## src/rtl/i2cs_pkg.sv

```systemverilog
package i2cs_pkg;
  typedef enum logic [2:0] {
    ST_IDLE,
    ST_HDR,
    ST_HACK,
    ST_WDAT,
    ST_WACK,
    ST_RDAT,
    ST_RACK
  } phase_e;
endpackage

```

## src/rtl/i2cs_sync.sv

```systemverilog
module i2cs_sync #(
  parameter int             STAGES  = 2,
  parameter int             W       = 2,
  parameter logic [W-1:0]   RST_VAL = '1
) (
  input  logic         clk,
  input  logic         rst_n,
  input  logic [W-1:0] d_i,
  output logic [W-1:0] q_o
);
  logic [W-1:0] stg_q [STAGES];
  logic [W-1:0] stg_d [STAGES];

  for (genvar s = 0; s < STAGES; s++) begin : g_stage
    if (s == 0) begin : g_first
      assign stg_d[s] = d_i;
    end else begin : g_next
      assign stg_d[s] = stg_q[s-1];
    end
  end

  always_ff @(posedge clk or negedge rst_n) begin
    if (!rst_n) begin
      for (int s = 0; s < STAGES; s++) stg_q[s] <= RST_VAL;
    end else begin
      for (int s = 0; s < STAGES; s++) stg_q[s] <= stg_d[s];
    end
  end

  assign q_o = stg_q[STAGES-1];
endmodule

```

## src/rtl/i2cs_cond.sv

```systemverilog
module i2cs_cond (
  input  logic clk,
  input  logic rst_n,
  input  logic scl_s,
  input  logic sda_s,
  output logic scl_rise,
  output logic scl_fall,
  output logic start_det,
  output logic stop_det
);
  logic scl_q, sda_q;

  always_ff @(posedge clk or negedge rst_n) begin
    if (!rst_n) begin
      scl_q <= 1'b1;
      sda_q <= 1'b1;
    end else begin
      scl_q <= scl_s;
      sda_q <= sda_s;
    end
  end

  // Edges of the clock line; conditions need the clock high on both samples
  assign scl_rise  = scl_s & ~scl_q;
  assign scl_fall  = ~scl_s & scl_q;
  assign start_det = scl_s & scl_q & sda_q & ~sda_s;
  assign stop_det  = scl_s & scl_q & ~sda_q & sda_s;
endmodule

```

## src/rtl/i2cs_engine.sv

```systemverilog
module i2cs_engine
  import i2cs_pkg::*;
#(
  parameter int DW = 8,
  parameter int TW = 4,
  parameter int AW = 3
) (
  input  logic          clk,
  input  logic          rst_n,
  input  logic          scl_lvl,
  input  logic          sda_lvl,
  input  logic          scl_rise,
  input  logic          scl_fall,
  input  logic          start_det,
  input  logic          stop_det,
  input  logic [TW-1:0] my_type,
  input  logic [AW-1:0] my_addr,
  input  logic [DW-1:0] tx_data,
  output logic          sda_oe,
  output logic          rx_valid,
  output logic [DW-1:0] rx_data,
  output logic          rd_take,
  output logic          wr_commit
);
  localparam int CW = $clog2(DW);
  localparam logic [CW-1:0] LAST_BIT = CW'(DW - 1);

  phase_e        st_q, st_d;
  logic [CW-1:0] cnt_q, cnt_d;
  logic [DW-1:0] sh_q, sh_d;
  logic          rw_q, rw_d;
  logic          ackp_q, ackp_d;
  logic          nack_q, nack_d;
  logic          dirty_q, dirty_d;
  logic          oe_q, oe_d;
  logic          rxv_q, rxv_d;
  logic [DW-1:0] rxd_q, rxd_d;
  logic          take_q, take_d;
  logic          cmt_q, cmt_d;

  logic [DW-1:0] sh_in;
  logic          hdr_hit;

  assign sh_in   = {sh_q[DW-2:0], sda_lvl};
  assign hdr_hit = (sh_q[DW-2 -: TW] == my_type) && (sh_q[AW-1:0] == my_addr);

  always_comb begin
    st_d    = st_q;
    cnt_d   = cnt_q;
    sh_d    = sh_q;
    rw_d    = rw_q;
    ackp_d  = ackp_q;
    nack_d  = nack_q;
    dirty_d = dirty_q;
    oe_d    = oe_q;
    rxd_d   = rxd_q;
    rxv_d   = 1'b0;
    take_d  = 1'b0;
    cmt_d   = 1'b0;
    if (start_det) begin
      st_d    = ST_HDR;
      cnt_d   = '0;
      oe_d    = 1'b0;
      ackp_d  = 1'b0;
      dirty_d = 1'b0;
    end else if (stop_det) begin
      st_d    = ST_IDLE;
      oe_d    = 1'b0;
      ackp_d  = 1'b0;
      cmt_d   = dirty_q;
      dirty_d = 1'b0;
    end else begin
      case (st_q)
        ST_HDR: begin
          if (scl_rise) begin
            sh_d  = sh_in;
            cnt_d = cnt_q + 1'b1;
            if (cnt_q == LAST_BIT) begin
              cnt_d = '0;
              if (hdr_hit) begin
                rw_d = sda_lvl;
                st_d = ST_HACK;
              end else begin
                st_d = ST_IDLE;
              end
            end
          end
        end
        ST_HACK, ST_WACK: begin
          if (scl_fall) begin
            if (!ackp_q) begin
              oe_d   = 1'b1;
              ackp_d = 1'b1;
            end else begin
              ackp_d = 1'b0;
              cnt_d  = '0;
              if (st_q == ST_HACK && rw_q) begin
                st_d   = ST_RDAT;
                sh_d   = tx_data;
                take_d = 1'b1;
                oe_d   = ~tx_data[DW-1];
              end else begin
                st_d = ST_WDAT;
                oe_d = 1'b0;
              end
            end
          end
        end
        ST_WDAT: begin
          if (scl_rise) begin
            sh_d  = sh_in;
            cnt_d = cnt_q + 1'b1;
            if (cnt_q == LAST_BIT) begin
              cnt_d   = '0;
              rxv_d   = 1'b1;
              rxd_d   = sh_in;
              dirty_d = 1'b1;
              st_d    = ST_WACK;
            end
          end
        end
        ST_RDAT: begin
          if (scl_fall) begin
            sh_d = {sh_q[DW-2:0], 1'b0};
            oe_d = ~sh_q[DW-2];
          end
          if (scl_rise) begin
            cnt_d = cnt_q + 1'b1;
            if (cnt_q == LAST_BIT) begin
              cnt_d = '0;
              st_d  = ST_RACK;
            end
          end
        end
        ST_RACK: begin
          if (scl_rise && ackp_q) nack_d = sda_lvl;
          if (scl_fall) begin
            if (!ackp_q) begin
              oe_d   = 1'b0;
              ackp_d = 1'b1;
            end else begin
              ackp_d = 1'b0;
              if (!nack_q) begin
                st_d   = ST_RDAT;
                sh_d   = tx_data;
                take_d = 1'b1;
                oe_d   = ~tx_data[DW-1];
              end else begin
                st_d = ST_IDLE;
                oe_d = 1'b0;
              end
            end
          end
        end
        default: begin
          st_d = ST_IDLE;
          oe_d = 1'b0;
        end
      endcase
    end
  end

  always_ff @(posedge clk or negedge rst_n) begin
    if (!rst_n) begin
      st_q    <= ST_IDLE;
      cnt_q   <= '0;
      sh_q    <= '0;
      rw_q    <= 1'b0;
      ackp_q  <= 1'b0;
      nack_q  <= 1'b1;
      dirty_q <= 1'b0;
      oe_q    <= 1'b0;
      rxv_q   <= 1'b0;
      rxd_q   <= '0;
      take_q  <= 1'b0;
      cmt_q   <= 1'b0;
    end else begin
      st_q    <= st_d;
      cnt_q   <= cnt_d;
      sh_q    <= sh_d;
      rw_q    <= rw_d;
      ackp_q  <= ackp_d;
      nack_q  <= nack_d;
      dirty_q <= dirty_d;
      oe_q    <= oe_d;
      rxv_q   <= rxv_d;
      rxd_q   <= rxd_d;
      take_q  <= take_d;
      cmt_q   <= cmt_d;
    end
  end

  assign sda_oe    = oe_q;
  assign rx_valid  = rxv_q;
  assign rx_data   = rxd_q;
  assign rd_take   = take_q;
  assign wr_commit = cmt_q;


  commit_after_stop_chk: assert property (@(posedge clk) disable iff (!rst_n)
    wr_commit |-> $past(stop_det));


  rx_on_rise_chk: assert property (@(posedge clk) disable iff (!rst_n)
    rx_valid |-> $past(scl_rise));


  hdr_released_chk: assert property (@(posedge clk) disable iff (!rst_n)
    (st_q == ST_HDR) |-> !sda_oe);


  oe_moves_low_chk: assert property (@(posedge clk) disable iff (!rst_n)
    (!$stable(sda_oe) && !$past(start_det) && !$past(stop_det)) |-> !$past(scl_lvl));


  take_on_fall_chk: assert property (@(posedge clk) disable iff (!rst_n)
    rd_take |-> $past(scl_fall));
endmodule

```

## src/rtl/busdev_i2c_slave.sv

```systemverilog
module busdev_i2c_slave #(
  parameter int               DATA_W      = 8,
  parameter int               TYPE_W      = 4,
  parameter int               ADDR_W      = 3,
  parameter int               SYNC_STAGES = 2,
  parameter logic [TYPE_W-1:0] TYPE_RST   = 4'b0101
) (
  input  logic              clk,
  input  logic              rst_n,
  input  logic              scl_i,
  input  logic              sda_i,
  output logic              sda_oe,
  input  logic [ADDR_W-1:0] strap_addr,
  input  logic              cfg_type_we,
  input  logic [TYPE_W-1:0] cfg_type_val,
  output logic              rx_valid,
  output logic [DATA_W-1:0] rx_data,
  input  logic [DATA_W-1:0] tx_data,
  output logic              rd_take,
  output logic              wr_commit
);
  logic [1:0]        rst_q;
  logic              rst_int_n;
  logic [TYPE_W-1:0] type_q, type_d;
  logic [1:0]        line_s;
  logic              scl_rise, scl_fall, start_det, stop_det;

  // Reset asserts at once, releases on the clock
  always_ff @(posedge clk or negedge rst_n) begin
    if (!rst_n) rst_q <= 2'b00;
    else        rst_q <= {rst_q[0], 1'b1};
  end
  assign rst_int_n = rst_q[1];

  always_comb begin
    type_d = type_q;
    if (cfg_type_we) type_d = cfg_type_val;
  end

  always_ff @(posedge clk or negedge rst_int_n) begin
    if (!rst_int_n) type_q <= TYPE_RST;
    else            type_q <= type_d;
  end


  type_load_only_chk: assert property (@(posedge clk) disable iff (!rst_int_n)
    !$stable(type_q) |-> $past(cfg_type_we));

  i2cs_sync #(.STAGES(SYNC_STAGES), .W(2), .RST_VAL(2'b11)) u_sync (
    .clk   (clk),
    .rst_n (rst_int_n),
    .d_i   ({scl_i, sda_i}),
    .q_o   (line_s)
  );

  i2cs_cond u_cond (
    .clk       (clk),
    .rst_n     (rst_int_n),
    .scl_s     (line_s[1]),
    .sda_s     (line_s[0]),
    .scl_rise  (scl_rise),
    .scl_fall  (scl_fall),
    .start_det (start_det),
    .stop_det  (stop_det)
  );

  i2cs_engine #(.DW(DATA_W), .TW(TYPE_W), .AW(ADDR_W)) u_engine (
    .clk       (clk),
    .rst_n     (rst_int_n),
    .scl_lvl   (line_s[1]),
    .sda_lvl   (line_s[0]),
    .scl_rise  (scl_rise),
    .scl_fall  (scl_fall),
    .start_det (start_det),
    .stop_det  (stop_det),
    .my_type   (type_q),
    .my_addr   (strap_addr),
    .tx_data   (tx_data),
    .sda_oe    (sda_oe),
    .rx_valid  (rx_valid),
    .rx_data   (rx_data),
    .rd_take   (rd_take),
    .wr_commit (wr_commit)
  );
endmodule

```

## config.mk

```make
export PLATFORM = sky130hd
export DESIGN_NAME = busdev_i2c_slave
export DESIGN_NICKNAME = d
export VERILOG_FILES = /design/src/rtl/i2cs_pkg.sv /design/src/rtl/i2cs_sync.sv /design/src/rtl/i2cs_cond.sv /design/src/rtl/i2cs_engine.sv /design/src/rtl/busdev_i2c_slave.sv
export SDC_FILE = /design/constraint.sdc
export NUM_CORES = 1
export LEC_CHECK = 0
export ABC_CLOCK_PERIOD_IN_PS = 1600
export BUFFER_PORTS_ARGS = -buffer_cell sky130_fd_sc_hd__buf_2
export CAP_MARGIN = 20
export CORE_MARGIN = 3
export CORE_UTILIZATION = 55
export DETAILED_ROUTE_END_ITERATION = 16
export PLACE_DENSITY_LB_ADDON = 0.2
export SYNTH_ARGS = -nofsm -noshare
export SYNTH_HDL_FRONTEND = slang
export SYNTH_HIERARCHICAL = 1
export SYNTH_SLANG_ARGS = --single-unit
```

## constraint.sdc

```tcl
create_clock -name clk -period 1.6 [get_ports clk]
set_input_delay 0.16 -clock clk [delete_from_list [all_inputs] [get_ports clk]]
set_output_delay 0.16 -clock clk [all_outputs]
set_load 0.03 [all_outputs]
```

==> run summary <==
Bufs and invs on worst path: 1
Hold EP: type_q[2]
Port buffer count: 31
Cells after DPL: 284
Post-synth EDFFs: 0
Initial antenna violation count: 0
Pwr Density: 839 nW/um^2
Worst-path cell chain: nor2b_4 -> nand2_1 -> nand3_1 -> o21ai_2 -> a2111oi_4 -> buf_6 -> mux2_4
Critical Path RT: 1.79 ns
Initial Util: 0.585
Worst-Skew Late Latency: 0.31 ns
Startpoint types: register
Worst VDD drop: 0.000737 V
Final setup margin: -0.462 ns
FF+latch area: 1040 um^2
HPWL Detailed: 3600 um
RSZ-0062 raised after global routing: true
Layout Skew: 0.0122 ns
Finished Layout Cells: 303
Hold Fails Final Rpt: 0
Final #Nets: 278
Root buffer cell: clkbuf_8
Gr ovfl total: 0
Reg2reg setup slack: -0.46 ns
Reg clk slew, reported paths: 0.09 ns
MaxCap Viol Count: 0
Fill count: 171
Largest net degree at the start of global routing: 17
Core box area: 3440 um^2
Vias in the first global route: 1813
CP endpoint kind: register
Most common cell after layout, fill and taps aside: buf_4
Wirelength, routed: 6590 um
Io pins: 32
Min-delay src: cfg_type_val[2]
Row Count: 21
Via count: 1842
Die height: 66.5 um
Total negative slack: -8.34 ns
Fin Hold WS: 0.0815 ns
RR Endpoint: u_engine/sh_q[0]
CP max stage delay: 0.57 ns
First-pass GRT wire length: 8560 um
Vias per inst: 6.08
Syn nets: 193
Violated checks: setup timing
Seq/Total Area, Yosys: 0.516
Status: complete, but fails checks
Maximum clock rate: 485 MHz
Die ar.: 4420 um^2
Ys async rst share: 1.00
Syn Area/Cell: 11.8 um^2
Cell count after synthesis: 171
LEAKAGE: 1.39 nW
Slew Viols, Final: 0
Hold depth: 2
Tmin final: 2.06 ns
Layout cells sized above 1: 0.599
Die Span X: 66.5 um
Post-DRT Antenna Nets: 0
DRT iter0 DRCs: 125
Depth of the CTS H-tree: 2
Overall Global Routing Usage: 0.268
GP Congestion: 0.930
DR pass1 iterations: 5
Yosys cell types: 41
Crit-path slowest cell: dfstp_2
Max Root-Sink Buffers: 2
Area occupied by multi-input gates: 1090 um^2
WP data arrival: 2.26 ns
Crit Path Max Fanout: 7
Synthesized flop and latch total: 41
Mapped Area: 2010 um^2
RR Startpoint: u_cond/scl_q
Crit path kind: reg2reg
DRC Markers: 0
Synth Flop Type: dfrtp_1
Total CTS buffers: 5
Syn. warnings: 6
Setup violations, final: 28
DR WL/cell: 21.7 um
Syn-to-layout area delta: 45.6%
R2R cell count: 7
Final period utilization: 1.29
CTS tree: done
HP Class: in2reg
TritonCTS Sinks: 41
# diodes: 0
Most frequent cells in the layout: buf_4 (40), buf_2 (31), dfrtp_1 (31)
Delay-heaviest family, CP: flip-flops
## cells in the mapped netlist, types with 2 or more instances
master / number / area (um^2)
a211oi_1: 2 / 15.0
a21oi_1: 11 / 55.1
and4b_1: 2 / 20.0
buf_2: 3 / 15.0
buf_6: 2 / 22.5
dfrtp_1: 32 / 801
dfstp_2: 9 / 236
ha_1: 2 / 25.0
inv_1: 2 / 7.51
mux2_2: 28 / 315
mux2i_1: 2 / 20.0
nand2_1: 10 / 37.5
nand3_1: 5 / 25.0
nand3b_1: 2 / 15.0
nand4_1: 4 / 25.0
nor2_1: 12 / 45.0
nor2b_1: 3 / 18.8
nor3_1: 4 / 20.0
o21ai_0: 8 / 40.0
xnor2_1: 3 / 26.3
xor2_1: 5 / 43.8
## power breakdown
part,switching (mW),leakage [nW],internal (mW),total (mW)
clock network,0.380,0.0554,0.468,0.849
registers,0.0924,0.518,1.12,1.21
logic,0.176,0.821,0.221,0.397
total,0.649,1.39,1.81,2.46
## registers in the layout, summed over array words and instances, names as in the netlist, 2 cells and up
register          cells
u_sync/stg_d          2
u_sync/q_o            2
u_engine/rx_data      8
u_engine/st_q         3
u_engine/cnt_q        3
type_q                4
rst_q                 2
u_engine/sh_q         7
## metrics by stage
step | power (mW) | worst slack, ns | util | instance area, um^2
2_1_floorplan | 1.37 | -0.485 | - | 2030
3_3_place_gp | 1.50 | -0.395 | 0.730 | 2510
3_5_place_dp | 1.52 | -0.430 | 0.730 | 2510
4_1_cts | 2.36 | -0.405 | 0.798 | 2750
5_1_grt | 2.53 | -0.512 | 0.851 | 2930
6_report | 2.46 | -0.462 | 0.851 | 2930
## repair_timing
item,in CTS,in global routing
pin swaps,4,7
hold buffers,3,0
buffers inserted,5,8
setup endpoints to repair,24,28
gates resized for setup,15,41
endpoints found under the hold margin,4,0
## how the worst max path moves through the flow
| stage | from | endpoint | slack, ns | depth (start not counted) |
|---|---|---|---|---|
| CTS | u_sync/q_o[0] | u_engine/rx_data[1] | -0.41 | 7 |
| finish | u_cond/scl_q | u_engine/sh_q[0] | -0.46 | 7 |
| floorplan | u_cond/scl_q | u_engine/sh_q[0] | -0.49 | 7 |
| global placement | u_cond/scl_q | u_engine/sh_q[4] | -0.39 | 7 |
| global route | u_cond/scl_q | u_engine/sh_q[0] | -0.51 | 7 |
| detailed placement | u_cond/scl_q | u_engine/sh_q[0] | -0.43 | 7 |
## kinds of logic after synthesis
| kind of cell | after synthesis | share of synthesized area |
|---|---|---|
| simple gates | 48 | 0.131 |
| buf+inv | 11 | 0.0330 |
| mux | 30 | 0.167 |
| other cells | 1 | 0.00186 |
| fa+ha+maj | 2 | 0.0124 |
| flops | 41 | 0.516 |
| compound gates | 30 | 0.104 |
| xor+xnor | 8 | 0.0348 |
## layout make-up
cell class	count	share of cell area
repair buffers	85	0.208
clock buffers	6	0.0248
multi-input cells	119	0.374
clock inverters	2	0.0132
flip-flops and latches	41	0.355
well taps	46	0.0196
inverters	4	0.00598
## per-layer routing
| metal | track usage | part of all wire | vias up |
|---|---|---|---|
| met4 | 0.122 | 0.052 | 0 |
| li1 | - | - | 777 |
| met3 | 0.0843 | 0.067 | 39 |
| met1 | 0.307 | 0.38 | 921 |
| met2 | 0.455 | 0.50 | 105 |
| met5 | 0 | 0 | - |
Power figures use the tool's default switching activity.
